`config.mk`:
```
export PLATFORM = sky130hd
export DESIGN_NAME = cpu_lpm_seq
export DESIGN_NICKNAME = d
export VERILOG_FILES = /design/src/rtl/cpu_lpm_seq.sv
export SDC_FILE = /design/constraint.sdc
export NUM_CORES = 1
export LEC_CHECK = 0
export BUFFER_PORTS_ARGS = -buffer_cell sky130_fd_sc_hd__buf_2
export CAP_MARGIN = 30
export CORE_AREA = 2 2 323 325
export CTS_CLUSTER_SIZE = 30
export DETAILED_ROUTE_END_ITERATION = 10
export DIE_AREA = 0 0 325 327
export GPL_TIMING_DRIVEN = 0
export PLACE_DENSITY_LB_ADDON = 0.3
export RECOVER_POWER = 50
export SLEW_MARGIN = 30
export SYNTH_ARGS = -nofsm -noshare
export SYNTH_HDL_FRONTEND = slang
export SYNTH_SLANG_ARGS = --single-unit
```
`constraint.sdc`:
```
create_clock -name clk -period 7.95 [get_ports clk]
set_input_delay 1.59 -clock clk [delete_from_list [all_inputs] [get_ports clk]]
set_output_delay 1.59 -clock clk [all_outputs]
set_load 0.03 [all_outputs]
```
`src/rtl/cpu_lpm_seq.sv`:
```
module cpu_lpm_seq #(
  parameter int NUM_IRQ = 256,
  parameter int NSTEP   = 14
) (
  input  logic               clk,
  input  logic               rst_n,
  input  logic [1:0]         mode_tgt,
  input  logic               sleep_req,
  input  logic [NSTEP-1:0]   step_en,
  output logic [NSTEP-1:0]   step_req,
  input  logic [NSTEP-1:0]   step_ack,
  input  logic [NUM_IRQ-1:0] irq_in,
  input  logic [NUM_IRQ-1:0] irq_wake_en,
  output logic [NUM_IRQ-1:0] irq_stat,
  input  logic               dbg_req,
  input  logic               dbg_mask,
  input  logic               hold_en,
  output logic               core_hold,
  output logic [1:0]         cur_mode,
  output logic [1:0]         prev_mode
);
  localparam int HALF = NSTEP / 2;
  localparam int IW   = $clog2(NSTEP);

  typedef enum logic [1:0] {S_RUN, S_DOWN_SEQ, S_ASLEEP, S_UP_SEQ} st_t;

  st_t              st;
  logic [IW-1:0]    idx;
  logic [NSTEP-1:0] done;
  logic             pend;

  logic          wake_hit, in_seq, elig, adv;
  logic [IW-1:0] mir;

  assign wake_hit  = (|(irq_in & irq_wake_en)) | (dbg_req & ~dbg_mask);
  assign in_seq    = (st == S_DOWN_SEQ) || (st == S_UP_SEQ);
  assign mir       = IW'(NSTEP - 1) - idx;
  assign elig      = in_seq && step_en[idx] && ((st == S_DOWN_SEQ) || done[mir]);
  assign adv       = in_seq && (!elig || step_ack[idx]);
  assign step_req  = elig ? ({{(NSTEP-1){1'b0}}, 1'b1} << idx) : '0;
  assign core_hold = hold_en && (st != S_RUN);

  always_ff @(posedge clk or negedge rst_n) begin
    if (!rst_n) begin
      st        <= S_RUN;
      idx       <= '0;
      done      <= '0;
      pend      <= 1'b0;
      cur_mode  <= 2'd0;
      prev_mode <= 2'd0;
      irq_stat  <= '0;
    end else begin
      irq_stat <= irq_in;
      case (st)
        S_RUN: begin
          if (sleep_req && mode_tgt != 2'd0) begin
            st        <= S_DOWN_SEQ;
            idx       <= '0;
            done      <= '0;
            pend      <= 1'b0;
            cur_mode  <= mode_tgt;
            prev_mode <= cur_mode;
          end
        end
        S_DOWN_SEQ: begin
          if (wake_hit) pend <= 1'b1;
          if (adv) begin
            if (elig) done[idx] <= 1'b1;
            if (idx == IW'(HALF - 1)) st <= S_ASLEEP;
            else idx <= idx + 1'b1;
          end
        end
        S_ASLEEP: begin
          if (wake_hit || pend) begin
            st   <= S_UP_SEQ;
            idx  <= IW'(HALF);
            pend <= 1'b0;
          end
        end
        default: begin
          if (adv) begin
            if (idx == IW'(NSTEP - 1)) begin
              st        <= S_RUN;
              cur_mode  <= 2'd0;
              prev_mode <= cur_mode;
            end else begin
              idx <= idx + 1'b1;
            end
          end
        end
      endcase
    end
  end

  AST_REQ_ONEHOT: assert property (@(posedge clk) disable iff (!rst_n)
    $onehot0(step_req));
  AST_REQ_HELD: assert property (@(posedge clk) disable iff (!rst_n)
    ((|step_req) && !(|(step_req & step_ack))) |=> (step_req == $past(step_req)));
  AST_SKIP_SILENT: assert property (@(posedge clk) disable iff (!rst_n)
    ((step_req & ~step_en) == '0));
  AST_RUN_STAYS: assert property (@(posedge clk) disable iff (!rst_n)
    (cur_mode == 2'd0 && sleep_req && mode_tgt == 2'd0) |=> (cur_mode == 2'd0 && step_req == '0));
  AST_HOLD_COVER: assert property (@(posedge clk) disable iff (!rst_n)
    (hold_en && cur_mode != 2'd0) |-> core_hold);
  AST_MODE_RETURN: assert property (@(posedge clk) disable iff (!rst_n)
    ($past(cur_mode) != 2'd0 && cur_mode == 2'd0) |-> (prev_mode == $past(cur_mode)));
endmodule

```
==> results.sh, run 1 <==
export IMPL_die_width_um=325
export IMPL_cp_cell_sequence="buf_4 -> inv_1 -> ha_1 -> inv_1 -> nor3_1 -> a21oi_1 -> o21ai_1 -> and3_1 -> clkbuf_1 -> nand2_1 -> nor3_1 -> buf_2"
export IMPL_ant_nets=0
export IMPL_wl_mm=55.88
export IMPL_drcViolationCount=0
export IMPL_p_sw_mw=1.429
export IMPL_power_internal_mw=2.983
export IMPL_grt_pass1_wl_mm=75.74
export IMPL_cp_start_kind="flip-flop"
export IMPL_clock_path_buffers=3
export IMPL_insertion_delay_ns=0.57
export IMPL_clkSlewWorstSetupHoldPaths_ns=0.06
export IMPL_areaGrowthSynthToFinish_pct=72.68
export IMPL_min_period_ns=5.147
export IMPL_power_density_nw_per_um2=267.1
export IMPL_via_per_inst=3.227
export IMPL_cts_resized=0
export IMPL_worstMarginPinSlew_ns=4.005
export IMPL_rr_endpoint="done[11]"
export IMPL_reg2reg_setup_slack_ns=4.84
export IMPL_initial_utilization=0.09297
export IMPL_io_pins=823
export IMPL_ys_flop_type="dfrtp_1"
export IMPL_grtUsageTotal=0.1013
export IMPL_antenna_found_initial=28
export IMPL_fin_nets=2040
export IMPL_drive_gt1_frac=0.4629
export IMPL_reg2reg_depth=12
export IMPL_drv_cap=1
export IMPL_core_um2=102900
export IMPL_path_class="reg2out"
export IMPL_dieHeight_um=327
export IMPL_hpwlAfterDp_mm=48.01
export IMPL_rr_startpoint="idx[1]"
export IMPL_switching_share=0.3239
export IMPL_holdPathStages=1
export IMPL_seq_area_frac_synth=0.7350
export IMPL_setup_viol=0
export IMPL_num_vias=9340
export IMPL_syn_avg_cell_area_um2=15.61
export IMPL_cts_tree="built"
export IMPL_path_buf_inv=5
export IMPL_status="finished with violations"
export IMPL_ir_drop_uv=154.6
export IMPL_final_util=0.1605
export IMPL_dp_cells=2820
export IMPL_clock_sinks=281
export IMPL_hold_path_class="reg2reg"
export IMPL_rows=118
export IMPL_grt_max_degree=80
export IMPL_path_max_fanout=10
export IMPL_syn_inst=613
export IMPL_rsz0062_at_grt="false"
export IMPL_clockPowerShare=0.394
export IMPL_crit_slowest_cell="dfrtp_1"
export IMPL_drt_pass1_iterations=4
export IMPL_synth_edff_count=0
export IMPL_overflow=0
export IMPL_routedWlPerCell_um=19.31
export IMPL_required_ns=6.36
export IMPL_violations="max-capacitance violations, max-slew violations"
export IMPL_yosys_warnings=0
export IMPL_arrival_ns=3.56
export IMPL_yosysUniqueCellTypes=50
export IMPL_hold_viol=0
export IMPL_leakagePower_nw=7.571
export IMPL_finish_instance_area_um2=16520
export IMPL_clock_fmax_mhz=194.3
export IMPL_hold_end="done[7]"
export IMPL_async_reset_ff_frac=1.000
export IMPL_numCtsBuffers=37
export IMPL_dr_first_iter_drc_count=436
export IMPL_cts_hold_buffers=0
export IMPL_min_from="done[7]"
export IMPL_io_buffers=822
export IMPL_slew_limit_headroom=-1.670
export IMPL_maxSlewViolCount=66
export IMPL_critical_path_max_stage_delay_ns=0.61
export IMPL_crit_family="buffers and inverters"
export IMPL_finalCritPeriodShare=0.6475
export IMPL_synth_nets=1174
export IMPL_die_area_um2=106300
export IMPL_finalClockSkew_ns=0.01176
export IMPL_cts_setup_buffers=0
export IMPL_netlist_area_um2=9567
export IMPL_grt_pass1_vias=10120
export IMPL_seq_power_share=0.364
export IMPL_gp_congestion=0.9118
export IMPL_end_kind="output port"
export IMPL_post_dp_cell_area_um2=15530
export IMPL_ctsRootBufferMaster="clkbuf_16"
export IMPL_instances_no_fill=2894
export IMPL_htreeDepth=2
export IMPL_ys_ff_latch=281
export IMPL_pwr_share_comb=0.243
## synth_stat cells, drive strengths merged, types with 2 or more instances
library cell,count,area (µm²)
dfrtp,281,7032
a22oi,68,510.5
a221oi,30,269.0
a22o,29,254.0
nand4,24,156.4
nand2,21,78.83
nor2,15,58.81
a32o,14,140.1
nand3,14,80.08
ha,13,162.7
mux2i,11,110.1
o21ai,10,50.04
a21oi,9,60.06
inv,9,33.78
and3,8,50.05
buf,7,42.54
clkbuf,7,26.28
mux2,6,71.31
mux4,6,135.1
nor3,6,30.03
nor4,5,46.29
a41oi,2,25.03
and2,2,12.51
and4,2,17.52
nor2b,2,12.51
o211ai,2,15.01
## kinds of logic (layout without fill, tap and decap cells)
logic type               Yosys count  after routing  synth area share
multiplexers                      23             23           0.03309
other                              0              6                 0
flip-flops                       281            281            0.7350
adder cells (fa/ha/maj)           13             13           0.01700
AO/OA/AOI/OAI                    168            168            0.1415
XOR/XNOR                           1              1         0.0009157
AND/OR/NAND/NOR                  104            104           0.06173
buffers and inverters             23            918           0.01072
## final cells by class
type                            instances  area [µm²]
Fill cell                           11690       86390
Sequential cell                       281        7032
Timing Repair Buffer                  827        3936
Multi-Input combinational cell        309        2445
Tap cell                             1380        1727
Clock buffer                           51        1039
Clock inverter                         17       224.0
Buffer                                 14       68.82
Inverter                                9       33.78
Antenna cell                            6       15.01
## sequential cells by signal, summed over array words and instances (netlist names)
name	cells
done	14
prev_mode	2
pend	1
st	2
idx	4
irq_stat	256
cur_mode	2
## power by group through the flow
stage               combinational, mW  sequential (mW)  clock (mW)
floorplan                       0.460             1.77           0
global placement                 1.10             1.63           0
detailed placement               1.10             1.63           0
CTS                              1.10             1.60        1.82
global route                     1.16             1.62        1.87
finish                           1.07             1.60        1.74
## worst max path at each step
stage | startpoint | end | cells past startpoint
after CTS | idx[1] | step_req[1] | 12
final | idx[1] | step_req[1] | 12
after detailed placement | irq_in[140] | idx[0] | 9
after global routing | rst_n | irq_stat[128] | 1
after floorplan | step_en[5] | step_req[0] | 7
after global placement | rst_n | irq_stat[66] | 1
## worst reg2reg max path, delay by kind of cell (launching register included)
kind,cells,cell delay [ns]
buffers and inverters,5,1.01
and+or+nand+nor,3,0.53
AOI/OAI and AO/OA,3,0.51
adders and majority gates,1,0.38
DFF,1,0.61
## layout by cell type (no fill, tap or decap), types with 14 or more instances in the layout
cell,count
a22o_1,29
a221oi_1,28
clkbuf_16,37
nand4_1,23
nand2_1,21
a32o_1,14
nor2_1,14
buf_2,606
a22oi_1,68
dfrtp_1,281
clkbuf_1,235
## per-layer routing
metal | global-route usage | wire length [µm] | vias to the layer above
met5 | 0 | 106 | -
met4 | 0.04257 | 1921 | 16
met3 | 0.04318 | 5810 | 103
met2 | 0.1683 | 26690 | 595
met1 | 0.1138 | 21350 | 4517
li1 | - | - | 4109
## stage by stage
| step | hold WS, ns | total power, mW | setup WS [ns] | TNS [ns] |
|---|---|---|---|---|
| finish | 0.4906 | 4.412 | 2.803 | 0 |
| CTS | 0.4915 | 4.529 | 2.798 | 0 |
| floorplan | 0.4605 | 2.232 | 3.221 | 0 |
| detailed placement | 0.4801 | 2.728 | 3.196 | 0 |
| global route | 0.5141 | 4.646 | 2.399 | 0 |
| global placement | 0.4762 | 2.731 | -0.5224 | -126.35 |
No activity file was read; power rests on OpenSTA's default activity.
==> run 2, diff against run 1 <==
CORE_AREA = 2 2 317 319   (was 2 2 323 325)
DIE_AREA = 0 0 319 321   (was 0 0 325 327)
clock period = 4.95 ns   (was 7.95 ns; I/O delays follow)
==> results.sh, run 2 (synthesis results as in run 1) <==
export IMPL_ir_drop_uv=224.6
export IMPL_drcViolationCount=0
export IMPL_setup_ws_ns=0.5131
export IMPL_grt_pass1_vias=9869
export IMPL_drt_pass1_iterations=5
export IMPL_grtUsageTotal=0.1130
export IMPL_setup_viol=0
export IMPL_wl_mm=60.27
export IMPL_power_density_nw_per_um2=426.2
export IMPL_gp_congestion=0.9093
export IMPL_path_max_fanout=10
export IMPL_cp_cell_sequence="buf_4 -> inv_1 -> ha_1 -> inv_1 -> nor3_1 -> a21oi_1 -> o21ai_1 -> and3_1 -> clkbuf_1 -> nand2_1 -> nor3_1 -> buf_2"
export IMPL_ctsRootBufferMaster="clkbuf_16"
export IMPL_hpwlAfterDp_mm=52.19
export IMPL_overflow=0
export IMPL_layout_common_cells="buf_2, dfrtp_1, clkbuf_1"
export IMPL_areaGrowthSynthToFinish_pct=70.69
export IMPL_critical_path_max_stage_delay_ns=0.59
export IMPL_dieHeight_um=321
export IMPL_clock_path_buffers=3
export IMPL_largest_reg_flops=256
export IMPL_dp_slack_ns=0.5691
export IMPL_antenna_found_initial=34
export IMPL_cts_resized=0
export IMPL_insertion_delay_ns=0.56
export IMPL_status="finished with violations"
export IMPL_numCtsBuffers=36
export IMPL_path_class="reg2out"
export IMPL_io_buffers=822
export IMPL_clock_fmax_mhz=225.4
export IMPL_routedWlPerCell_um=21.46
export IMPL_io_pins=823
export IMPL_rows=116
export IMPL_reg_top3="irq_stat: 256 flops, done: 14 flops, idx: 4 flops"
export IMPL_cp_start_kind="flip-flop"
export IMPL_cts_hold_buffers=0
export IMPL_finalClockSkew_ns=0.01455
export IMPL_die_width_um=319
export IMPL_leakagePower_nw=7.539
export IMPL_hold_path_class="reg2reg"
export IMPL_grt_pass1_wl_mm=79.98
export IMPL_num_vias=9410
export IMPL_maxSlewViolCount=114
export IMPL_fin_tns_setup_ns=0
export IMPL_initial_utilization=0.09637
export IMPL_fin_nets=2040
export IMPL_clock_sinks=281
export IMPL_rsz0062_at_grt="false"
export IMPL_drive_gt1_frac=0.4648
export IMPL_regMostFlops="irq_stat"
export IMPL_violations="max-capacitance violations, max-slew violations"
export IMPL_cts_tree="built"
export IMPL_ant_nets=0
export IMPL_end_kind="output port"
export IMPL_grt_max_degree=81
export IMPL_crit_slowest_cell="dfrtp_1"
export IMPL_die_area_um2=102400
export IMPL_final_common_cell="buf_2"
export IMPL_fillCellCount=11300
export IMPL_final_util=0.1645
export IMPL_cts_setup_buffers=0
export IMPL_drv_cap=2
export IMPL_hold_viol=0
export IMPL_via_per_inst=3.350
export IMPL_finalCritPeriodShare=0.8964
export IMPL_required_ns=3.96
export IMPL_min_period_ns=4.437
export IMPL_slew_limit_headroom=-0.4249
export IMPL_dr_first_iter_drc_count=486
export IMPL_arrival_ns=3.45
export IMPL_core_um2=99280
export IMPL_clkSlewWorstSetupHoldPaths_ns=0.06
export IMPL_htreeDepth=2
export IMPL_worstMarginPinSlew_ns=2.137
## run 2: path summary, 6_finish.rpt
check	start	endpoint	slack, ns	depth (start not counted)
min in group asynchronous	rst_n	cur_mode[0]	1.05	1
worst min register to register	done[6]	done[6]	0.49	1
worst max register to register	idx[1]	idx[0]	1.90	12
worst max-delay path	idx[1]	step_req[1]	0.51	12
worst min-delay path	done[6]	done[6]	0.49	1
max in group asynchronous	rst_n	irq_stat[156]	0.89	2
## run 2: area by class of cell
| type | count | area, µm² | share of cell area |
|---|---|---|---|
| buffer | 14 | 68.82 | 0.004214 |
| tap | 1298 | 1624 | 0.09946 |
| multi-input combinational | 309 | 2451 | 0.1501 |
| sequential | 281 | 7032 | 0.4306 |
| clock buffer | 50 | 1045 | 0.06398 |
| timing repair buffer | 828 | 3921 | 0.2401 |
| clock inverter | 13 | 136.4 | 0.008352 |
| antenna | 7 | 17.52 | 0.001073 |
| inverter | 9 | 33.78 | 0.002069 |
## run 2: critical path: cells and delay by family (launching register included)
kind / cells / cell delay, ns
compound gates: 2 / 0.20
simple gates: 4 / 0.67
buf+inv: 5 / 1.05
flops: 1 / 0.59
fa+ha+maj: 1 / 0.37
## run 2: power breakdown
part | total [mW] | internal (mW) | switching (mW)
combinational | 1.71 | 0.616 | 1.09
sequential | 2.58 | 2.48 | 0.103
clock | 2.67 | 1.58 | 1.08
total | 6.96 | 4.68 | 2.28
## run 2: per-layer routing
| layer | track usage | part of all wire | up-vias |
|---|---|---|---|
| li1 | - | - | 4104 |
| met1 | 0.1326 | 0.40 | 4558 |
| met2 | 0.1907 | 0.48 | 621 |
| met3 | 0.04124 | 0.094 | 119 |
| met4 | 0.03679 | 0.031 | 8 |
| met5 | 0 | 0.00086 | - |
## run 2: metrics by stage
stage                     std cells  power (mW)  cell area (µm²)  hold WS [ns]
after CTS                      2802       7.131            16640        0.2481
after floorplan                 613       3.585             9567        0.4605
after global placement         2733       4.374            15300        0.4726
after detailed placement       2739       4.378            15460        0.4803
after global routing           2806       7.329            16320        0.4775
final                          2809       6.960            16330        0.4906
==> run 3, diff against run 2 <==
--- a/config.mk
+++ b/config.mk
@@ -14,4 +14,4 @@
 export GPL_TIMING_DRIVEN = 0
+export MAX_ROUTING_LAYER = met4
 export PLACE_DENSITY_LB_ADDON = 0.3
-export RECOVER_POWER = 50
 export SLEW_MARGIN = 30
==> constraint.sdc (replaced) <==
create_clock -name clk -period 4.95 [get_ports clk]
set_input_delay 0.2475 -clock clk [delete_from_list [all_inputs] [get_ports clk]]
set_output_delay 0.2475 -clock clk [all_outputs]
set_load 0.03 [all_outputs]
==> results.sh, run 3 (synthesis results as in run 1) <==
export IMPL_setup_viol=0
export IMPL_regMostFlops="irq_stat"
export IMPL_rsz0062_at_grt="false"
export IMPL_dp_slack_ns=1.312
export IMPL_clock_path_buffers=3
export IMPL_final_util=0.1940
export IMPL_routedWlPerCell_um=20.43
export IMPL_final_common_cell="buf_2"
export IMPL_wl_mm=62.75
export IMPL_required_ns=4.70
export IMPL_grt_max_degree=81
export IMPL_min_period_ns=3.713
export IMPL_finish_instance_area_um2=19260
export IMPL_ir_drop_uv=228.6
export IMPL_cp_start_kind="flip-flop"
export IMPL_rows=116
export IMPL_instances_no_fill=3072
export IMPL_initial_utilization=0.09637
export IMPL_finalClockSkew_ns=0.01489
export IMPL_dr_first_iter_drc_count=635
export IMPL_die_area_um2=102400
export IMPL_io_buffers=822
export IMPL_slew_limit_headroom=0.3867
export IMPL_clock_fmax_mhz=269.3
export IMPL_leakagePower_nw=9.242
export IMPL_setup_ws_ns=1.237
export IMPL_clockPowerShare=0.373
export IMPL_fin_tns_setup_ns=0
export IMPL_layout_common_cells="buf_2, dfrtp_1, dlygate4sd3_1"
export IMPL_drt_pass1_iterations=5
export IMPL_hold_ws_ns=0.1457
export IMPL_grtUsageMet2=0.1982
export IMPL_status="completed"
export IMPL_hpwlAfterDp_mm=52.19
export IMPL_htreeDepth=2
export IMPL_clkSlewWorstSetupHoldPaths_ns=0.06
export IMPL_antenna_found_initial=33
export IMPL_reg_top3="irq_stat: 256 flops, done: 14 flops, idx: 4 flops"
export IMPL_hold_viol=0
export IMPL_gr_usage_met3=0.02915
export IMPL_io_pins=823
export IMPL_path_max_fanout=10
export IMPL_totalPowerFinal_mw=7.164
export IMPL_numCtsBuffers=36
export IMPL_areaGrowthSynthToFinish_pct=101.3
export IMPL_num_vias=10520
export IMPL_end_kind="output port"
export IMPL_post_dp_cell_area_um2=15460
export IMPL_dieHeight_um=321
export IMPL_drive_gt1_frac=0.5201
export IMPL_via_per_inst=3.426
export IMPL_clock_sinks=281
export IMPL_largest_reg_flops=256
export IMPL_switching_share=0.3242
export IMPL_drv_cap=0
export IMPL_overflow=0
export IMPL_seq_power_share=0.361
export IMPL_core_um2=99280
export IMPL_power_density_nw_per_um2=372.0
export IMPL_path_class="reg2out"
export IMPL_worstMarginPinSlew_ns=0.9116
export IMPL_pwr_share_comb=0.267
export IMPL_insertion_delay_ns=0.56
export IMPL_grt_pass1_vias=11140
export IMPL_dp_cells=2739
export IMPL_finalCritPeriodShare=0.7501
export IMPL_p_sw_mw=2.322
export IMPL_cts_setup_buffers=0
export IMPL_maxSlewViolCount=0
export IMPL_power_internal_mw=4.842
export IMPL_hold_path_class="in2async"
export IMPL_drcViolationCount=0
export IMPL_reg2reg_depth=12
export IMPL_ant_nets=0
export IMPL_top_usage_layer="met2"
export IMPL_gp_congestion=0.9250
export IMPL_grtUsageTotal=0.1204
export IMPL_fin_nets=2299
export IMPL_grt_use_met1=0.1417
export IMPL_arrival_ns=3.47
export IMPL_die_width_um=319
export IMPL_ctsRootBufferMaster="clkbuf_16"
export IMPL_cts_tree="built"
export IMPL_grt_pass1_wl_mm=84.15
run 3: cell count changes in the layout (fill, tap and decap cells not counted), sizes merged:
cell and change:
diode +4, buf +220, clkbuf -220, dlygate4sd3 +259
run 3: repair_timing:
| item | CTS | global route |
|---|---|---|
| resized for setup | 0 | 0 |
| hold buffers | 259 | 0 |
| endpoints found under the hold margin | 408 | 0 |
run 3: path summary, 6_finish.rpt:
check | start | slack (ns) | endpoint
setup reg to reg | idx[1] | 1.90 | idx[0]
min in group clk | irq_wake_en[206] | 0.28 | pend
setup / recovery | idx[1] | 1.24 | step_req[0]
hold reg to reg | done[6] | 0.49 | done[6]
max in group asynchronous | rst_n | 3.46 | irq_stat[172]
hold / removal | rst_n | 0.15 | cur_mode[0]
run 3: power groups by stage:
stage	combinational [mW]	sequential, mW	clock (mW)
after floorplan	0.739	2.85	0
after global placement	1.75	2.62	0
after detailed placement	1.76	2.62	0
after CTS	1.93	2.58	2.79
after global routing	2.07	2.60	2.85
final	1.91	2.58	2.67
run 3: layout make-up:
class / instances / area [µm²]
sequential: 281 / 7032
multi-input combinational: 309 / 2451
timing repair buffer: 1087 / 6842
antenna: 11 / 27.53
inverter: 9 / 33.78
fill: 10920 / 80020
tap: 1298 / 1624
clock buffer: 50 / 1045
buffer: 14 / 68.82
clock inverter: 13 / 136.4
run 3: critical path, cell delays in order (launching register included):
cell,delay [ns]
dfrtp_1,0.60
buf_4,0.29
inv_1,0.17
ha_1,0.38
inv_1,0.10
nor3_1,0.19
a21oi_1,0.06
o21ai_1,0.14
and3_1,0.16
clkbuf_1,0.27
nand2_1,0.17
nor3_1,0.15
buf_2,0.22
run 3: metal layers:
layer  wire length, µm  share of wire
met5                 0              0
met4              2235          0.036
met3              4392          0.070
met2             30270           0.48
met1             25850           0.41
